## src/rtl/irq_split_pkg.sv

```systemverilog
package irq_split_pkg;

    localparam int REG_W   = 32;
    localparam int TMR_BIT = 15;
    localparam int N_LINES = 2;

    // Bits TMR_BIT..REG_W-1 exist; everything below reads zero.
    localparam logic [REG_W-1:0] IMPL_BITS = ~((32'(1) << TMR_BIT) - 32'(1));
    localparam logic [REG_W-1:0] TMR_GRP   = 32'(1) << TMR_BIT;
    localparam logic [REG_W-1:0] MAIN_GRP  = IMPL_BITS & ~TMR_GRP;

    // Line 0 = main, line 1 = timer.
    localparam logic [N_LINES*REG_W-1:0] LINE_GROUPS = {TMR_GRP, MAIN_GRP};

    typedef enum logic {
        SEL_PEND = 1'b0,
        SEL_MASK = 1'b1
    } reg_sel_e;

endpackage

```

## src/rtl/irq_pend_bank.sv

```systemverilog
module irq_pend_bank #(
    parameter int               W    = irq_split_pkg::REG_W,
    parameter logic [W-1:0]     IMPL = irq_split_pkg::IMPL_BITS
) (
    input  logic         clk,
    input  logic         rst_n,
    input  logic [W-1:0] pulse_i,
    input  logic [W-1:0] clr_i,
    output logic [W-1:0] pend_o
);

    typedef struct packed {
        logic [W-1:0] pend;
    } pend_state_t;

    pend_state_t st_d, st_q;
    logic [W-1:0] nxt_d;

    for (genvar b = 0; b < W; b++) begin : g_bit
        if (IMPL[b]) begin : g_live
            // A pulse outranks a clear on the same bit.
            assign nxt_d[b] = pulse_i[b] | (st_q.pend[b] & ~clr_i[b]);
        end else begin : g_tied
            assign nxt_d[b] = 1'b0;
        end
    end

    always_comb begin
        st_d      = st_q;
        st_d.pend = nxt_d;
    end

    always_ff @(posedge clk) begin
        if (!rst_n) st_q <= '0;
        else        st_q <= st_d;
    end

    assign pend_o = st_q.pend;

    // every live pulse is pending after the edge, whatever the clear.
    assert_pulse_sets_R2: assert property (@(posedge clk) disable iff (!rst_n)
        ((pulse_i & IMPL) != '0) |=> ((pend_o & $past(pulse_i & IMPL)) == $past(pulse_i & IMPL)));

    // cleared bits without a competing pulse drop.
    assert_w1c_clears_R3: assert property (@(posedge clk) disable iff (!rst_n)
        (clr_i != '0) |=> ((pend_o & $past(clr_i & ~pulse_i)) == '0));

    // no pulse and no clear leaves the register alone.
    assert_pend_hold_R3: assert property (@(posedge clk) disable iff (!rst_n)
        (pulse_i == '0 && clr_i == '0) |=> $stable(pend_o));

endmodule

```

## src/rtl/irq_mask_bank.sv

```systemverilog
module irq_mask_bank #(
    parameter int           W    = irq_split_pkg::REG_W,
    parameter logic [W-1:0] IMPL = irq_split_pkg::IMPL_BITS
) (
    input  logic         clk,
    input  logic         rst_n,
    input  logic         we_i,
    input  logic [W-1:0] wdata_i,
    output logic [W-1:0] mask_o
);

    typedef struct packed {
        logic [W-1:0] mask;
    } mask_state_t;

    mask_state_t st_d, st_q;

    always_comb begin
        st_d = st_q;
        if (we_i) st_d.mask = wdata_i & IMPL;
    end

    always_ff @(posedge clk) begin
        if (!rst_n) st_q <= '0;
        else        st_q <= st_d;
    end

    assign mask_o = st_q.mask;

    // mask changes only on a mask write.
    assert_mask_hold_R5: assert property (@(posedge clk) disable iff (!rst_n)
        !we_i |=> $stable(mask_o));

    // unimplemented mask bits never become set.
    assert_mask_low_zero_R6: assert property (@(posedge clk) disable iff (!rst_n)
        we_i |=> ((mask_o & ~IMPL) == '0));

endmodule

```

## src/rtl/irq_line_merge.sv

```systemverilog
module irq_line_merge #(
    parameter int                 W      = irq_split_pkg::REG_W,
    parameter int                 N      = irq_split_pkg::N_LINES,
    parameter logic [N*W-1:0]     GROUPS = irq_split_pkg::LINE_GROUPS
) (
    input  logic [W-1:0] pend_i,
    input  logic [W-1:0] mask_i,
    output logic [N-1:0] line_o
);

    logic [W-1:0] live_d;
    assign live_d = pend_i & mask_i;

    for (genvar l = 0; l < N; l++) begin : g_line
        assign line_o[l] = |(live_d & GROUPS[l*W +: W]);
    end

endmodule

```

## src/rtl/irq_split_ctrl.sv

```systemverilog
module irq_split_ctrl #(
    parameter int W = irq_split_pkg::REG_W
) (
    input  logic         clk,
    input  logic         rst_n,
    input  logic         wr_en,
    input  logic         wr_sel,
    input  logic [W-1:0] wr_data,
    input  logic         rd_sel,
    output logic [W-1:0] rd_data,
    input  logic [W-1:0] evt_pulse,
    output logic         irq_main,
    output logic         irq_timer
);
    import irq_split_pkg::*;

    localparam int N = N_LINES;

    logic [W-1:0] clr_d;
    logic         mask_we_d;
    logic [W-1:0] pend_q;
    logic [W-1:0] mask_q;
    logic [N-1:0] lines_d;

    always_comb begin
        clr_d     = '0;
        mask_we_d = 1'b0;
        if (wr_en) begin
            if (reg_sel_e'(wr_sel) == SEL_PEND) clr_d     = wr_data;
            else                                mask_we_d = 1'b1;
        end
    end

    irq_pend_bank #(.W(W), .IMPL(IMPL_BITS)) u_pend (
        .clk     (clk),
        .rst_n   (rst_n),
        .pulse_i (evt_pulse),
        .clr_i   (clr_d),
        .pend_o  (pend_q)
    );

    irq_mask_bank #(.W(W), .IMPL(IMPL_BITS)) u_mask (
        .clk     (clk),
        .rst_n   (rst_n),
        .we_i    (mask_we_d),
        .wdata_i (wr_data),
        .mask_o  (mask_q)
    );

    irq_line_merge #(.W(W), .N(N), .GROUPS(LINE_GROUPS)) u_merge (
        .pend_i  (pend_q),
        .mask_i  (mask_q),
        .line_o  (lines_d)
    );

    assign rd_data   = (reg_sel_e'(rd_sel) == SEL_MASK) ? mask_q : pend_q;
    assign irq_main  = lines_d[0];
    assign irq_timer = lines_d[1];

    // both lines low on the first cycle out of reset.
    assert_reset_quiet_R1: assert property (@(posedge clk)
        !rst_n |=> (!irq_main && !irq_timer));

    // a mask write of all zeros silences both lines at the next edge.
    assert_mask_off_R9: assert property (@(posedge clk) disable iff (!rst_n)
        (wr_en && wr_sel && wr_data == '0) |=> (!irq_main && !irq_timer));

    // the timer bit alone never lifts the main line.
    assert_main_isolated_R8: assert property (@(posedge clk) disable iff (!rst_n)
        ((pend_q & mask_q & MAIN_GRP) == '0) |-> !irq_main);

    // low read bits are zero.
    assert_read_low_R6: assert property (@(posedge clk) disable iff (!rst_n)
        rd_data[TMR_BIT-1:0] == '0);

endmodule

```

## config.mk

```make
export PLATFORM = sky130hd
export DESIGN_NAME = irq_split_ctrl
export DESIGN_NICKNAME = d
export VERILOG_FILES = /design/src/rtl/irq_split_pkg.sv /design/src/rtl/irq_pend_bank.sv /design/src/rtl/irq_mask_bank.sv /design/src/rtl/irq_line_merge.sv /design/src/rtl/irq_split_ctrl.sv
export SDC_FILE = /design/constraint.sdc
export NUM_CORES = 1
export LEC_CHECK = 0
export ABC_AREA = 0
export CAP_MARGIN = 5
export CORE_UTILIZATION = 50
export DETAILED_ROUTE_END_ITERATION = 8
export DONT_BUFFER_PORTS = 1
export PLACE_DENSITY = 0.68
export SKIP_CTS_REPAIR_TIMING = 1
export SLEW_MARGIN = 20
export SYNTH_ARGS = -nofsm -noshare
export SYNTH_HDL_FRONTEND = slang
export SYNTH_SLANG_ARGS = --single-unit
```

## constraint.sdc

```tcl
create_clock -name clk -period 2.2 [get_ports clk]
set_input_delay 0.33 -clock clk [delete_from_list [all_inputs] [get_ports clk]]
set_output_delay 0.33 -clock clk [all_outputs]
set_load 0.005 [all_outputs]
```

[Word-level counts from Yosys, hierarchy flattened]
Cells that the tools add are included.
Cells by class
  mux-type cells: 5
  bitwise logic cells: 52
  reduce and logical (&&, ||, !) cells: 1
Operators with widths (number)
  32-bit two-way mux: 3
  32-bit AND: 1
  1-bit AND: 17
  1-bit inverter: 17
  1-bit OR: 17
  16-bit OR reduction: 1
  1-bit two-way mux: 2
Storage, ports and cells
  register bits: 49
  input bits: 69
  output and inout bits: 34
  word-level logic and storage cells: 61

[Logic depth before layout (Yosys ltp)]
Gate-level depths: netlist of the first run.
  depth after elaboration: 5
  depth in mapped cells: 5
  mapped depth without buffers: 3

[By module]
A second synthesis of the first run with hierarchy kept.
Unflattened totals
  cell total of the unflattened synthesis: 224
  area, all modules: 2454.9 µm²
Modules (own cells, without submodules)
  irq_split_ctrl: times used 1, cells an instance 75, area an instance 857.1 µm², seq. area each 0.0 µm²
  irq_mask_bank: times used 1, cells an instance 70, area an instance 768.2 µm², seq. area each 340.3 µm²
  irq_pend_bank: times used 1, cells an instance 69, area an instance 721.9 µm², seq. area each 340.3 µm²
  irq_line_merge: times used 1, cells an instance 10, area an instance 107.6 µm², seq. area each 0.0 µm²

[Least setup slack after synthesis of the first run]
No wires, ideal clock.
  path type: input-to-output
  from: input port rd_sel
  to: output port rd_data[17]
  arrival time: 1.019 ns
  required time: 1.870 ns
  setup slack: 0.851 ns
  cell stages on the path: 3
  path buffers: 2
  cells stage by stage: buf_2 -> buf_4 -> mux2_2
On the way
  cells in the longest elaborated chain, start to end: 1
RTL lines
  from (decl): RTL line irq_split_ctrl.sv:9  | input logic rd_sel,
  32-bit two-way mux: RTL line irq_split_ctrl.sv:56  | assign rd_data = (reg_sel_e'(rd_sel) == SEL_MASK) ? mask_q : pend_q;
  to (decl): RTL line irq_split_ctrl.sv:10  | output logic [W-1:0] rd_data,
No other way between the ends.

[Worst setup path after layout of the first run]
  from: register u_pend.st_q, in the netlist u_pend.pend_o[26]
  to: output port irq_main
On the way
  cells in the longest elaborated chain, start to end: 2
RTL lines
  from (decl): RTL line irq_pend_bank.sv:16  | pend_state_t st_d, st_q;
  from (signal assigned): RTL line irq_pend_bank.sv:35  | else st_q <= st_d;
  32-bit AND: RTL line irq_line_merge.sv:12  | assign live_d = pend_i & mask_i;
  16-bit OR reduction: RTL line irq_line_merge.sv:15  | assign line_o[l] = |(live_d & GROUPS[l*W +: W]);
  to (decl): RTL line irq_split_ctrl.sv:12  | output logic irq_main,
No other way between the ends.

==> results of run 1 <==
[synthesized netlist by cell type, types with 2 or more instances]
| cell type | n |
|---|---|
| a21boi_0 | 23 |
| mux2_2 | 17 |
| and2_1 | 2 |
| o21a_1 | 17 |
| a21boi_2 | 10 |
| a221oi_1 | 4 |
| a22o_1 | 4 |
| buf_4 | 17 |
| dfxtp_1 | 34 |
| clkbuf_1 | 3 |
| buf_2 | 2 |
| nand2_1 | 32 |
| nand2_2 | 3 |
[kinds of logic (layout without fill, tap and decap cells)]
kind of cell,after synthesis,after routing,share of synthesized area
mux,17,17,0.111
flops,34,34,0.396
other cells,1,15,0.00218
compound gates,59,59,0.286
simple gates,39,39,0.0998
buf+inv,24,7,0.105
[power groups by stage]
stage	sequential [mW]	combinational [mW]	clock (mW)
2_1_floorplan	0.684	0.151	0
3_5_place_dp	0.692	0.133	0
6_report	0.678	0.131	0.307
5_1_grt	0.683	0.147	0.350
3_3_place_gp	0.689	0.129	0
4_1_cts	0.678	0.133	0.318
[worst max-delay path, stage by stage, from the launching register on]
cell and delay, ps:
dfxtp_1 330, a22o_1 230, a221oi_1 270, nand4_1 210
[metal layers]
metal,track usage,routed length (um),vias up
met1,0.225,1450,549
li1,-,-,570
met4,0.0584,19,0
met3,0.0874,320,2
met5,0,0,-
met2,0.323,1590,57
[sequential cells by signal, indices dropped and copies added, names as in the netlist]
signal	count
u_pend.pend_o	17
u_mask.mask_o	17
[cell type report]
type / instances / area (um2) / area share
tap: 44 / 55.1 / 0.0326
clock buffer: 7 / 45.0 / 0.0266
multi-input combinational: 130 / 910 / 0.538
sequential: 34 / 681 / 0.403
[path summary, 6_finish.rpt]
kind / startpoint / to / slack, ps / cells after the start
hold reg to reg: u_mask.mask_o[17] / u_mask.mask_o[17] / 490 / 2
setup / recovery: u_pend.pend_o[26] / irq_main / 500 / 3
hold / removal: wr_data[26] / u_mask.mask_o[26] / 120 / 2
setup reg to reg: u_pend.pend_o[28] / u_pend.pend_o[28] / 1460 / 2
[through the flow]
| stage | hold slack (ps) | worst slack [ps] | area [um2] | total power, mW | utilization |
|---|---|---|---|---|---|
| 2_1_floorplan | 448 | 851 | 1770 | 0.835 | - |
| 3_3_place_gp | 452 | 848 | 1650 | 0.818 | 0.522 |
| 3_5_place_dp | 453 | 846 | 1650 | 0.825 | 0.522 |
| 4_1_cts | 103 | 470 | 1690 | 1.13 | 0.536 |
| 5_1_grt | 89.9 | 352 | 1690 | 1.18 | 0.536 |
| 6_report | 117 | 497 | 1690 | 1.12 | 0.536 |
[placed cells by master, fill, tap and decap left out, drive strengths merged, types with 2 or more instances in the layout]
master and instances:
a22o 4, nand2 35, o21a 17, mux2 17, and2 2, a221oi 4, a21boi 34, clkbuf 7
dfxtp 34, conb 15
==> results.toml, run 1 <==
[drt]
drt-total-wl_mm = 3.38
detail-route-antenna-nets = 0
vias_per_cell = 5.48
via_count = 1178
detail_route.drc_violations = 0
first_pass_iters = 4
wl_per_cell_um = 15.7
dr.first_iter.drc_count = 52

[cts]
cts_max_level = 2
cts.clk_slew.worst_paths_ps = 100
clockBufferDepth = 2
cts_tree = "done"
cts-buffers-inserted = 5
cts_root_buf = "clkbuf_4"
clk_latency_ps = 320
cts_sinks = 34

[yosys]
netlist_instances = 174
synth_flop_cell = "dfxtp_1"
ys_types = 19
ys_seq_elements = 34
synthesis.area_um2 = 1720
ys_seq_area_frac = 0.396
synth_top_area_frac = 0.396
postSynthAreaPerCell_um2 = 9.87
yosysTopAreaCell = "dfxtp_1"
synth_edf_count = 0
synth_warnings = 0
synth.top_cells.by_area = "dfxtp_1 (40%), mux2_2 (11%), a21boi_0 (10%)"
async_flop_share = 0

[timing]
maxSlewHeadroom = 0.502
worst_pin_slew_ps = 747
setup_viol = 0
fin_skew_ps = 0
fin_crit_sh = 0.774
hold_viol = 0
fmax_mhz = 587
rsz0062_at_grt = "no"
setup_tns_ps = 0
final_max_slew_viol_count = 0
fin_crit_ps = 1700

[critical_path]
crit_arrival_ps = 1370
cp-end-kind = "output pin"
start_kind = "flip-flop"
worstPathMaxFanout = 3
path_class = "flip-flop to output pin"
cp.required_ps = 1870

[power]
peakVddDrop_uv = 316
seqPwrFrac = 0.607
power_frac_comb = 0.117
p_leak_nw = 0.633
switching_share = 0.244
power_frac_clock = 0.275
power.internal_uw = 843
power_switching_uw = 273
power_density_nw_per_um2 = 660

[floorplan]
rows = 20
die_h_um = 60.6
initial_core_util = 0.545
die_area_um2 = 3670
fp.coreArea_um2 = 3150
boundaryPins = 103
die_width_um = 60.6

[global_route]
grt_pass1_vias = 1112
track_usage = 0.194
grt_max_degree = 35
grt_pass1_wl_mm = 5.09
grt-ovfl-total = 0
antenna_found_initial = 0

[finish]
fill_cells = 304
layout.nets = 240
instances_no_fill = 215
drive_gt1_frac = 0.211
syn2layout_area_growth_pct = -1.60
num_antenna_cells = 0

[job]
cap_violations = 0

[placement]
place_inst = 208
portBuffers = 0
place.gp.congestion = 0.671
dp_hpwl_mm = 2.37

[worst_hold_path]
hold_path_class = "primary input to flip-flop"

[status]
outcome = "complete, no violations"
No activity file was read; power rests on OpenSTA's default activity.
==> run 2, diff against run 1 <==
Settings changed: ABC_AREA 0 to 1.
Clock period 2.2 ns to 1.6 ns, I/O delays scaled along.
==> run 2 against run 1 <==
Combinational power increased by 62%. Die area increased by 0.43%. Clock power increased by 41%. First-iteration DRC count rose by 33%. Cell count increased by 22%. Via count is 13% higher. Clock-buffer cell count unchanged. Cell area barely moved. Sequential cell count unchanged. Critical path type unchanged. Largest power group unchanged. Highest routed layer unchanged.
==> results.toml, run 2 <==
[cts]
cts_max_level = 2
clockBufferDepth = 2
cts.clk_slew.worst_paths_ps = 100
cts_sinks = 34
clk_latency_ps = 330
cts-buffers-inserted = 5
cts_tree = "done"
cts_root_buf = "clkbuf_4"

[power]
peakVddDrop_uv = 470
power_mw = 1.59
seqPwrFrac = 0.594
power_switching_uw = 421
p_leak_nw = 0.801
switching_share = 0.264
power_frac_comb = 0.133
power.internal_mw = 1.17
power_density_nw_per_um2 = 943
power_frac_clock = 0.272

[placement]
portBuffers = 0
dp_hpwl_mm = 2.43
place_inst = 255
dp_slack_ps = 377
place.gp.congestion = 0.710

[timing]
fmax_mhz = 752
rsz0062_at_grt = "no"
fin_ws_ps = 270
setup_tns_ps = 0
setup_viol = 0
fin_crit_ps = 1330
fin_crit_sh = 0.831
final_max_slew_viol_count = 0
fin_skew_ps = 0
hold_viol = 0

[yosys]
synth_edf_count = 0
ys_types = 18
ys_seq_elements = 34
synthTopCellsByCount = "dfxtp_1 (34), nor2_1 (32), nand2_1 (29)"
synth_top_area_frac = 0.394
yosysTopAreaCell = "dfxtp_1"
netlist_instances = 220
synth_warnings = 0
ys_seq_area_frac = 0.394
synthesis.area_um2 = 1730
synth.top_cells.by_area = "dfxtp_1 (39%), mux2_4 (8.7%), buf_4 (7.4%)"
synth_most_common_cell = "dfxtp_1"
postSynthAreaPerCell_um2 = 7.84
synth_flop_cell = "dfxtp_1"
async_flop_share = 0

[worst_hold_path]
hold_path_class = "primary input to flip-flop"

[status]
outcome = "complete, no violations"

[finish]
layout.nets = 287
final_common_cell = "dfxtp_1"
final_cell_mix = "dfxtp_1 (34), nor2_1 (32), nand2_1 (29)"
fill_cells = 356
instances_no_fill = 262
drive_gt1_frac = 0.115
num_antenna_cells = 0
syn2layout_area_growth_pct = -2.10

[global_route]
grt_max_degree = 25
antenna_found_initial = 0
grt-ovfl-total = 0
track_usage = 0.199
grt_pass1_wl_mm = 5.18
grt_pass1_vias = 1133

[floorplan]
die_h_um = 60.7
initial_core_util = 0.547
rows = 20
die_area_um2 = 3690
boundaryPins = 103
fp.coreArea_um2 = 3150
die_width_um = 60.7

[critical_path]
crit_arrival_ps = 1090
cpMostUsedCell = "nand2_1"
start_kind = "flip-flop"
crit_chain = "nand2_1 -> nand2_1 -> inv_1 -> nand2_1 -> nor2_1 -> nand2_1"
cp_top_family = "simple AND/OR/NAND/NOR gates"
critPathSlowestCell = "dfxtp_1"
cp.required_ps = 1360
worstPathMaxFanout = 3
critPathMaxStageDelay_ps = 330
cp-end-kind = "output pin"
cp_num_buf_inv = 1
path_class = "flip-flop to output pin"

[job]
cap_violations = 0

[drt]
via_count = 1332
detail_route.drc_violations = 0
drt-total-wl_mm = 3.48
wl_per_cell_um = 13.3
detail-route-antenna-nets = 0
first_pass_iters = 4
vias_per_cell = 5.08
dr.first_iter.drc_count = 69
[run 2: layer usage]
metal  GRT usage  wire, um  part of all wire
met1       0.240      1610              0.46
met2       0.333      1600              0.46
met3      0.0810       259             0.074
met4      0.0487        14            0.0040
met5           0         0                 0
[run 2: final timing paths]
check / from / end / slack, ps / depth (start not counted)
max: u_pend.pend_o[23] / irq_main / 270 / 6
max reg2reg: u_mask.mask_o[24] / u_mask.mask_o[24] / 930 / 2
min: evt_pulse[20] / u_pend.pend_o[20] / 30 / 2
min reg2reg: u_pend.pend_o[28] / u_pend.pend_o[28] / 490 / 2
[run 2: cells by family after synthesis]
| group | count (synthesis) | share of synthesized area |
|---|---|---|
| flip-flops | 34 | 0.394 |
| other | 1 | 0.00217 |
| AND/OR/NAND/NOR | 72 | 0.165 |
| buffers and inverters | 48 | 0.166 |
| multiplexers | 17 | 0.133 |
| AO/OA/AOI/OAI | 48 | 0.139 |
[run 2: area by class of cell]
cell class | instances | area (um2) | share of cell area
Tap cell | 44 | 55.1 | 0.0326
Inverter | 24 | 90.1 | 0.0533
Sequential cell | 34 | 681 | 0.403
Timing Repair Buffer | 1 | 7.51 | 0.00444
Clock buffer | 7 | 45.0 | 0.0267
Multi-Input combinational cell | 152 | 811 | 0.480
[run 2: power by group through the flow]
| stage | combinational [mW] | sequential (mW) | clock, mW |
|---|---|---|---|
| 6_report | 0.212 | 0.947 | 0.434 |
| 5_1_grt | 0.241 | 0.955 | 0.491 |
| 4_1_cts | 0.215 | 0.947 | 0.444 |
| 3_5_place_dp | 0.215 | 0.967 | 0 |
| 3_3_place_gp | 0.210 | 0.964 | 0 |
| 2_1_floorplan | 0.237 | 0.956 | 0 |
[run 2: metrics by stage]
stage | util | cell area, um2 | hold slack, ps
2_1_floorplan | - | 1780 | 357
3_3_place_gp | 0.521 | 1640 | 360
3_5_place_dp | 0.521 | 1640 | 366
4_1_cts | 0.536 | 1690 | 17.3
5_1_grt | 0.536 | 1690 | 1.14
6_report | 0.536 | 1690 | 26.1
